==> src/rtl/adcwin_pkg.sv <==
package adcwin_pkg;

   typedef struct packed {
      logic win;
      logic par;
   } adcwin_tag_t;

   typedef enum logic [1:0] {
      WS_IDLE  = 2'd0,
      WS_ARMED = 2'd1,
      WS_OPEN  = 2'd2
   } adcwin_state_t;

endpackage

==> src/rtl/adcwin_strobe_div.sv <==
module adcwin_strobe_div #(
   parameter int DIV = 17
) (
   input  logic clk,
   input  logic rst_n,
   input  logic sync_i,
   output logic strobe_o
);

   localparam int DW = (DIV > 1) ? $clog2(DIV) : 1;

   generate
      if (DIV < 1) begin : g_bad_div
         $error("adcwin_strobe_div: DIV must be at least 1");
      end

      if (DIV == 1) begin : g_passthru
         assign strobe_o = 1'b1;
      end else begin : g_counter
         logic [DW-1:0] ph_q;

         always_ff @(posedge clk) begin
            if (!rst_n) begin
               ph_q <= '0;
            end else if (sync_i) begin
               ph_q <= '0;
            end else if (ph_q == DW'(DIV - 1)) begin
               ph_q <= '0;
            end else begin
               ph_q <= ph_q + DW'(1);
            end
         end

         assign strobe_o = (ph_q == DW'(DIV - 1));

         AST_STROBE_SINGLE: assert property (@(posedge clk) disable iff (!rst_n)
            strobe_o |=> !strobe_o);

         AST_SYNC_PHASE: assert property (@(posedge clk) disable iff (!rst_n)
            sync_i |=> !strobe_o);
      end
   endgenerate

endmodule

==> src/rtl/adcwin_wrap_cnt.sv <==
module adcwin_wrap_cnt #(
   parameter int W = 8
) (
   input  logic         clk,
   input  logic         rst_n,
   input  logic         clr_i,
   input  logic         en_i,
   input  logic [W-1:0] lim_i,
   output logic [W-1:0] q_o,
   output logic         last_o
);

   generate
      if (W < 1) begin : g_bad_w
         $error("adcwin_wrap_cnt: W must be at least 1");
      end
   endgenerate

   logic [W-1:0] q_q;

   assign last_o = (q_q == lim_i - W'(1));
   assign q_o    = q_q;

   always_ff @(posedge clk) begin
      if (!rst_n) begin
         q_q <= '0;
      end else if (clr_i) begin
         q_q <= '0;
      end else if (en_i) begin
         q_q <= last_o ? '0 : q_q + W'(1);
      end
   end

   AST_CNT_IN_RANGE: assert property (@(posedge clk) disable iff (!rst_n)
      en_i |-> (q_q < lim_i));

endmodule

==> src/rtl/adcwin_window_ctl.sv <==
module adcwin_window_ctl
   import adcwin_pkg::*;
#(
   parameter int BLK_W = 8,
   parameter int SMP_W = 8
) (
   input  logic             clk,
   input  logic             rst_n,
   input  logic             sync_i,
   input  logic             strobe_i,
   input  logic             trig_i,
   input  logic [BLK_W-1:0] cfg_blk_i,
   input  logic [SMP_W-1:0] cfg_smp_i,
   output logic             busy_o,
   output adcwin_tag_t      tag_o
);

   generate
      if (BLK_W < 1 || SMP_W < 1) begin : g_bad_w
         $error("adcwin_window_ctl: count widths must be at least 1");
      end
   endgenerate

   adcwin_state_t    st_q;
   logic             par_q;
   logic [BLK_W-1:0] blk_lim_q;
   logic [SMP_W-1:0] smp_lim_q;

   logic             open_w;
   logic             start_w;
   logic             smp_en_w;
   logic             smp_last_w;
   logic             blk_en_w;
   logic             blk_last_w;
   logic             cnt_clr_w;
   logic             close_w;
   logic [BLK_W-1:0] blk_q_w;
   logic [SMP_W-1:0] smp_q_w;

   assign open_w    = (st_q == WS_OPEN);
   assign start_w   = strobe_i && (st_q == WS_ARMED) && !sync_i;
   assign smp_en_w  = strobe_i && open_w && !sync_i;
   assign blk_en_w  = smp_en_w && smp_last_w;
   assign close_w   = blk_en_w && blk_last_w;
   assign cnt_clr_w = sync_i || start_w;

   adcwin_wrap_cnt #(.W(SMP_W)) u_smp_cnt (
      .clk    (clk),
      .rst_n  (rst_n),
      .clr_i  (cnt_clr_w),
      .en_i   (smp_en_w),
      .lim_i  (smp_lim_q),
      .q_o    (smp_q_w),
      .last_o (smp_last_w)
   );

   adcwin_wrap_cnt #(.W(BLK_W)) u_blk_cnt (
      .clk    (clk),
      .rst_n  (rst_n),
      .clr_i  (cnt_clr_w),
      .en_i   (blk_en_w),
      .lim_i  (blk_lim_q),
      .q_o    (blk_q_w),
      .last_o (blk_last_w)
   );

   always_ff @(posedge clk) begin
      if (!rst_n) begin
         st_q      <= WS_IDLE;
         par_q     <= 1'b0;
         blk_lim_q <= BLK_W'(1);
         smp_lim_q <= SMP_W'(1);
      end else if (sync_i) begin
         st_q  <= WS_IDLE;
         par_q <= 1'b0;
      end else begin
         case (st_q)
            WS_IDLE: begin
               if (trig_i) st_q <= WS_ARMED;
            end
            WS_ARMED: begin
               if (strobe_i) begin
                  st_q      <= WS_OPEN;
                  par_q     <= 1'b0;
                  blk_lim_q <= (cfg_blk_i == '0) ? BLK_W'(1) : cfg_blk_i;
                  smp_lim_q <= (cfg_smp_i == '0) ? SMP_W'(1) : cfg_smp_i;
               end
            end
            WS_OPEN: begin
               if (close_w) begin
                  st_q  <= WS_IDLE;
                  par_q <= 1'b0;
               end else if (blk_en_w) begin
                  par_q <= ~par_q;
               end
            end
            default: begin
               st_q  <= WS_IDLE;
               par_q <= 1'b0;
            end
         endcase
      end
   end

   assign busy_o    = (st_q != WS_IDLE);
   assign tag_o.win = open_w;
   assign tag_o.par = par_q;

   AST_TRIG_ACCEPT: assert property (@(posedge clk) disable iff (!rst_n)
      (!busy_o && trig_i && !sync_i) |=> busy_o);

   AST_TAG_ON_STROBE: assert property (@(posedge clk) disable iff (!rst_n)
      (!strobe_i && !sync_i) |=> $stable(tag_o));

   AST_WIN_NEEDS_BUSY: assert property (@(posedge clk) disable iff (!rst_n)
      tag_o.win |-> busy_o);

   AST_START_EVEN: assert property (@(posedge clk) disable iff (!rst_n)
      $rose(tag_o.win) |-> !tag_o.par);

   AST_PAR_IDLE_LOW: assert property (@(posedge clk) disable iff (!rst_n)
      !tag_o.win |-> !tag_o.par);

   AST_SYNC_ABORT: assert property (@(posedge clk) disable iff (!rst_n)
      sync_i |=> (!busy_o && !tag_o.win));

   AST_IDX_BOUND: assert property (@(posedge clk) disable iff (!rst_n)
      open_w |-> (blk_q_w < blk_lim_q && smp_q_w < smp_lim_q));

endmodule

==> src/rtl/adcwin_seq.sv <==
module adcwin_seq
   import adcwin_pkg::*;
#(
   parameter int DIV   = 17,
   parameter int BLK_W = 8,
   parameter int SMP_W = 8
) (
   input  logic             clk,
   input  logic             rst_n,
   input  logic             sync_i,
   input  logic             trig_i,
   input  logic [BLK_W-1:0] cfg_blocks_i,
   input  logic [SMP_W-1:0] cfg_samples_i,
   output logic             strobe_o,
   output logic             busy_o,
   output logic             mark_win_o,
   output logic             mark_par_o
);

   adcwin_tag_t tag_w;
   logic        strobe_w;

   adcwin_strobe_div #(.DIV(DIV)) u_div (
      .clk      (clk),
      .rst_n    (rst_n),
      .sync_i   (sync_i),
      .strobe_o (strobe_w)
   );

   adcwin_window_ctl #(.BLK_W(BLK_W), .SMP_W(SMP_W)) u_ctl (
      .clk       (clk),
      .rst_n     (rst_n),
      .sync_i    (sync_i),
      .strobe_i  (strobe_w),
      .trig_i    (trig_i),
      .cfg_blk_i (cfg_blocks_i),
      .cfg_smp_i (cfg_samples_i),
      .busy_o    (busy_o),
      .tag_o     (tag_w)
   );

   assign strobe_o   = strobe_w;
   assign mark_win_o = tag_w.win;
   assign mark_par_o = tag_w.par;

endmodule

==> config.mk <==
export PLATFORM = sky130hd
export DESIGN_NAME = adcwin_seq
export DESIGN_NICKNAME = d
export VERILOG_FILES = /design/src/rtl/adcwin_pkg.sv /design/src/rtl/adcwin_strobe_div.sv /design/src/rtl/adcwin_wrap_cnt.sv /design/src/rtl/adcwin_window_ctl.sv /design/src/rtl/adcwin_seq.sv
export SDC_FILE = /design/constraint.sdc
export NUM_CORES = 1
export LEC_CHECK = 0
export ABC_AREA = 0
export ABC_CLOCK_PERIOD_IN_PS = 7300
export CAP_MARGIN = 20
export CORE_MARGIN = 2
export CORE_UTILIZATION = 60
export DETAILED_ROUTE_END_ITERATION = 10
export DONT_BUFFER_PORTS = 1
export GPL_ROUTABILITY_DRIVEN = 0
export MAX_ROUTING_LAYER = met4
export PLACE_DENSITY = 0.76
export SLEW_MARGIN = 20
export SYNTH_ARGS = -nofsm -noshare
export SYNTH_HDL_FRONTEND = slang
export SYNTH_HIERARCHICAL = 1
export SYNTH_SLANG_ARGS = --single-unit
==> constraint.sdc <==
create_clock -name clk -period 7.3 [get_ports clk]
set_clock_uncertainty 0.05 [all_clocks]
set_input_delay 0.73 -clock clk [delete_from_list [all_inputs] [get_ports clk]]
set_output_delay 0.73 -clock clk [all_outputs]
set_load 0.03 [all_outputs]
==> metrics.md, run 1 <==
| Metric | Value |
|---|---|
| Status | finished clean |
| R2R depth | 13 |
| DR DRC count | 0 |
| Initial DRC Count | 70 |
| Final Cell Area | about 0.0025 mm² |
| Leakage | slightly above 0.8 nW |
| CTS buffer count | 5 |
| DP HPWL | ~3200 µm |
| CP Capture Type | flip-flop |
| Power density over cell area | 153.2 mW/mm² |
| CP Class | reg -> reg |
| Levels on crit path | 13 |
| Top-level I/O count | 24 |
| Most frequent CP cell | xor2_1 |
| CP required | roughly 7.5 ns |
| Met1 usage | around 28% |
| Die width | about 67 µm |
| Critical-path cell list | inv_1, ha_1, nor4b_1, xor2_1, and4b_4, o2111ai_4, inv_2, and2_1, and3_1, and4_1, nand3_1, xor2_1, a211oi_1 |
| CP Buf/Inv Count | 2 |
| Wirelength, routed | ~4300 µm |
| Worst slew margin | between 40% and 50% |
| Full die area | 0.004473 mm² |
| GR Layer Usage met2 | around 34% |
| Largest net degree at the start of global routing | 21 |
| Maximum vdd drop | between 100 and 150 µV |
| WHS | 0.4204 ns |
| Share of cells above drive strength 1 | 14.72% |
| Detail Route Antenna Nets | 0 |
| Syn Inst Count | about 270 |
| CTS clk-pin slew, worst paths | ~0.080 ns |
| GRT Util Overall | ~22% |
| IO Port Bufs | 0 |
| Initial antenna violation count | 0 |
| First-pass GRT wire length | approximately 7300 µm |
| CTS tree | yes |
| Delay-heaviest family, CP | simple AND/OR/NAND/NOR gates |
| Antenna cells | 0 |
| Nets | 290 |
| Slew @ Worst Pin | between 0.7 and 0.8 ns |
| Clock tree buffer depth | 2 |
| FP Rows | 22 |
| Mapped cell area | between 0.002 and 0.0025 mm² |
| Final Max Tran Viols | 0 |
| Grt met3 use | between 6 and 7% |
| Postcts setup bufs | 0 |
| Unrepaired setup endpoints after global routing | no |
| Most common cell after layout, fill and taps aside | dfxtp_1 |
| WP data arrival | about 3.4 ns |
| Final setup viols | 0 |
| Synth async-reset ratio | 0% |
| HP Class | reg -> reg |
| Crit path time final | roughly 3.2 ns |
| Via count | approximately 1800 |
| CTS root buffer | clkbuf_8 |
| Worst skew pair latency | roughly 0.29 ns |
| Routed WL per cell | around 14 µm |
| Dpl ws | approximately 4.1 ns |
| Placeable Area | roughly 0.0037 mm² |
| GRT Max-Usage Layer | met2 |
| Number of global-route vias before repair | 1664 |
| Grt ovf | 0 |
| TritonCTS Sinks | 40 |
| Post-synth top flop | dfxtp_1 |
| Setup TNS | 0 ns |
| Distinct cells, synth | just over 50 |
| Synth warn | 6 |
| Cts repair resizes | 0 |
| Hold buffers post-CTS | 0 |
| Largest stage delay on the critical path | 0.39 ns |
| Final WS setup | about 4.1 ns |
| Flops & latches, synth | 40 |
| Syn Area/Cell | just under 9 µm² |
| Final Cycle Share | 43.79% |
| Crit path launch type | flip-flop |
| CP max stage cell | and2_1 |
| Max_cap viols | 0 |
| Syn Nets | about 290 |
| Worst Path Max Fanout | 13 |
| DP Area | between 0.002 and 0.0025 mm² |
| Final hold vios | 0 |
| Die height | ~67 µm |
| Part of the Yosys area used for sequential elements | between 30 and 40% |
| Post-synth EDFFs | 0 |
| Most frequent cells in the layout | dfxtp_1 (40), nand2_1 (33), xnor2_1 (17), xor2_1 (16), a211oi_1 (12) |
| Hold path cells | 1 |
| Area growth, synth to finish | 4.377% |
| Achievable Freq | ~0.31 GHz |
| First-pass DRT Iterations | 4 |
| Via/cell ratio | about 5.8 |
| Total power | around 0.38 mW |
| Starting Density | between 60% and 70% |
| H-tree lvl count | 2 |
==> kinds of logic after synthesis <==
group	after synthesis	share of synthesized area, %
multiplexers	1	0.4220
XOR/XNOR	33	12.18
flip-flops	40	33.76
adder cells (fa/ha/maj)	6	3.164
AO/OA/AOI/OAI	47	16.98
AND/OR/NAND/NOR	115	28.32
buffers and inverters	23	5.169
==> synth_stat cells (7+ instances only) <==
cell / instances / area (µm²)
a211oi_1: 12 / 90.09
a21boi_2: 8 / 90.09
dfxtp_1: 40 / 800.8
inv_1: 10 / 37.54
nand2_1: 33 / 123.9
nand2b_1: 10 / 62.56
nand3_1: 8 / 40.04
nand3b_1: 7 / 52.55
nand4_1: 8 / 50.05
nor2_1: 8 / 30.03
nor3_1: 7 / 35.03
xnor2_1: 17 / 148.9
xor2_1: 16 / 140.1
==> stage by stage <==
stage          utilization [%]  instances
4_1_cts                  66.14        313
3_3_place_gp             63.67        305
6_report                 66.14        313
3_5_place_dp             63.67        305
2_1_floorplan                -        265
5_1_grt                  66.14        313
==> per-layer routing <==
metal  wire length, µm  vias up
li1                  -      935
met1              2055      856
met2              1986       27
met3               196        5
met4                57        0
met5                 0        -
==> flip-flops by register name, indices dropped and copies added (netlist names) <==
name	count
u_ctl/blk_lim_q	8
u_ctl/smp_lim_q	8
u_ctl/u_blk_cnt/q_o	8
u_ctl/u_smp_cnt/q_o	8
u_div/g_counter.ph_q	5
u_ctl/st_q	2
u_ctl/par_q	1
==> area by class of cell <==
type,instances,area [µm²]
clock inverter,2,10.01
tap,48,60.06
sequential,40,800.8
fill,339,1267
clock buffer,6,82.58
multi-input combinational,202,1455
timing repair buffer,3,22.52
inverter,12,45.04
==> worst register-to-register path, cell delays in order (launching register included) <==
cell       delay [ns]
dfxtp_1          0.37
inv_1            0.08
ha_1             0.24
nor4b_1          0.34
xor2_1           0.20
and4b_4          0.26
o2111ai_4        0.13
inv_2            0.17
and2_1           0.39
and3_1           0.26
and4_1           0.24
nand3_1          0.10
xor2_1           0.15
a211oi_1         0.15
==> where the power goes <==
group	leakage (nW)	internal (mW)	switching [mW]
sequential	0.323	0.219	0.00111
clock	0.0510	0.0754	0.0757
combinational	0.442	0.00453	0.00387
==> worst paths after layout <==
kind / from / to / slack, ns
min: u_div/g_counter.ph_q[0] / u_div/g_counter.ph_q[0] / 0.42
max reg2reg: u_ctl/smp_lim_q[0] / u_ctl/u_blk_cnt/q_o[7] / 4.10
max: u_ctl/smp_lim_q[0] / u_ctl/u_blk_cnt/q_o[7] / 4.10
min reg2reg: u_div/g_counter.ph_q[0] / u_div/g_counter.ph_q[0] / 0.42
Power figures use the tool's default switching activity.
==> run 2, diff against run 1 <==
- ABC_CLOCK_PERIOD_IN_PS: 7300 -> 3200
- clock period: 7.3 -> 3.2 ns (I/O delays scaled with it)
==> metrics.md, run 2 (synthesized netlist as in run 1, its figures left out) <==
| Metric | Value |
|---|---|
| CTS tree | yes |
| Unrepaired setup endpoints after global routing | no |
| Crit path launch type | flip-flop |
| TritonCTS Sinks | 40 (unchanged) |
| Routed WL per cell | 13.58 µm (-1.1%) |
| CTS clk-pin slew, worst paths | 0.07 ns (about the same) |
| CP Capture Type | flip-flop |
| Placeable Area | 0.003744 mm² (unchanged) |
| Fin cells | 316 (+0.96%) |
| Achievable Freq | 0.3502 GHz (+12%) |
| Die height | 66.88 µm (unchanged) |
| Most frequent cells in the layout | dfxtp_1 (40), nand2_1 (33), xnor2_1 (17), xor2_1 (16), a211oi_1 (12) |
| Worst Path Max Fanout | 9 (-4) |
| H-tree lvl count | 2 (unchanged) |
| Top-level I/O count | 24 (unchanged) |
| Largest net degree at the start of global routing | 21 (unchanged) |
| Hold path cells | 1 (unchanged) |
| Slew @ Worst Pin | 0.3988 ns (-0.3549 ns) |
| Initial DRC Count | 68 (-2.9%) |
| Leakage | 0.8301 nW (+1.8%) |
| Hold endpoint | u_ctl/smp_lim_q[0] |
| CTS buffer count | 5 (unchanged) |
| DR DRC count | 0 (unchanged) |
| Cell total after placement | 308 (+0.98%) |
| HP Class | in -> reg |
| Flop2flop setup slack | 0.34 ns (-3.76 ns) |
| DP Area | 0.002406 mm² (+0.94%) |
| Die width | 66.88 µm (unchanged) |
| Antenna cells | 0 (unchanged) |
| Status | finished clean |
| Maximum vdd drop | 299.4 µV (+170%) |
| Final setup viols | 0 (unchanged) |
| Number of global-route vias before repair | 1676 (+0.72%) |
| Final Cycle Share | 89.22% (+45 points) |
| Initial antenna violation count | 0 (unchanged) |
| Worst skew pair latency | 0.29 ns (about the same) |
| R2R depth | 13 (unchanged) |
| Cts repair resizes | 0 (unchanged) |
| First-pass DRT Iterations | 4 (unchanged) |
| CP required | 3.35 ns (-4.11 ns) |
| Nets | 293 (+1.0%) |
| Max_cap viols | 0 (unchanged) |
| Starting Density | 63.37% (unchanged) |
| GRT Util Overall | 22.78% (+0.51 points) |
| Min-delay src | rst_n |
| First-pass GRT wire length | 7472 µm (+2.7%) |
| IO Port Bufs | 0 (unchanged) |
| DP HPWL | 3236 µm (+0.25%) |
| Crit path time final | 2.855 ns (-0.3417 ns) |
| Postcts setup bufs | 0 (unchanged) |
| Via count | 1824 (+0.055%) |
| Clock tree buffer depth | 2 (unchanged) |
| Final Max Tran Viols | 0 (unchanged) |
| Grt ovf | 0 (unchanged) |
| Detail Route Antenna Nets | 0 (unchanged) |
| Most common cell after layout, fill and taps aside | dfxtp_1 |
| Worst reg2reg path startpoint | u_ctl/smp_lim_q[0] |
| Hold buffers post-CTS | 0 (unchanged) |
| Wirelength, routed | 4290 µm (-0.14%) |
| Final Cell Area | 0.002499 mm² (+0.91%) |
| Area growth, synth to finish | 5.327% |
| CP Class | reg -> reg |
| Power density over cell area | 344.8 mW/mm² (+130%) |
| Setup TNS | 0 ns (unchanged) |
| FP Rows | 22 (unchanged) |
| Worst r2r dst | u_ctl/u_blk_cnt/q_o[7] |
| Via/cell ratio | 5.772 (-0.90%) |
| CTS root buffer | clkbuf_8 |
| Full die area | 0.004473 mm² (unchanged) |
| Worst slew margin | 73.26% (+24 points) |
| Final hold vios | 0 (unchanged) |
| Share of cells above drive strength 1 | 15.67% (+0.95 points) |
| WP data arrival | 3.01 ns (-0.35 ns) |
## run 2: per-layer routing
metal  global-route usage, %  part of all wire, %
met2                   35.38                   46
met1                   28.54                   47
met3                   6.081                  5.4
met5                       -                    0
met4                   8.163                  1.5
## run 2: area by class of cell
type | instances | area, µm²
clock buffers | 6 | 82.58
flip-flops and latches | 40 | 800.8
repair buffers | 6 | 45.04
well taps | 48 | 60.06
fillers | 329 | 1245
inverters | 12 | 45.04
multi-input cells | 202 | 1455
clock inverters | 2 | 10.01
## run 2: stage by stage
stage	total power [mW]	util (%)	hold slack [ns]	setup WS (ns)
final	0.8615	66.74	0.06847	0.3449
after global routing	0.8971	66.74	0.05951	0.08645
after CTS	0.8753	66.74	0.05806	0.3409
after detailed placement	0.5325	64.27	0.3644	0.3823
after global placement	0.5323	64.27	0.3559	0.4514
after floorplan	0.5316	-	0.3890	0.1336
## run 2: where the power goes
group	switching [mW]	internal [mW]
combinational	0.00888	0.0102
sequential	0.00245	0.499
clock	0.169	0.172
total	0.180	0.681
## run 2: how the worst max path moves through the flow
| stage | startpoint | endpoint | slack (ns) | cells after the start |
|---|---|---|---|---|
| after floorplan | u_div/g_counter.ph_q[0] | u_ctl/u_blk_cnt/q_o[7] | 0.13 | 11 |
| after global placement | u_ctl/smp_lim_q[0] | u_ctl/u_blk_cnt/q_o[7] | 0.45 | 13 |
| after detailed placement | u_ctl/smp_lim_q[0] | u_ctl/u_blk_cnt/q_o[7] | 0.38 | 13 |
| after CTS | u_ctl/smp_lim_q[0] | u_ctl/u_blk_cnt/q_o[7] | 0.34 | 13 |
| after global routing | u_ctl/smp_lim_q[0] | u_ctl/u_blk_cnt/q_o[7] | 0.09 | 13 |
| final | u_ctl/smp_lim_q[0] | u_ctl/u_blk_cnt/q_o[7] | 0.34 | 13 |
## run 2: worst max-delay path: stages, from the launching register on
cell       delay (ns)
dfxtp_1          0.36
inv_1            0.07
ha_1             0.23
nor4b_1          0.31
xor2_1           0.19
and4b_4          0.26
o2111ai_4        0.13
inv_2            0.17
and2_1           0.16
and3_1           0.19
and4_1           0.24
nand3_1          0.10
xor2_1           0.15
a211oi_1         0.16
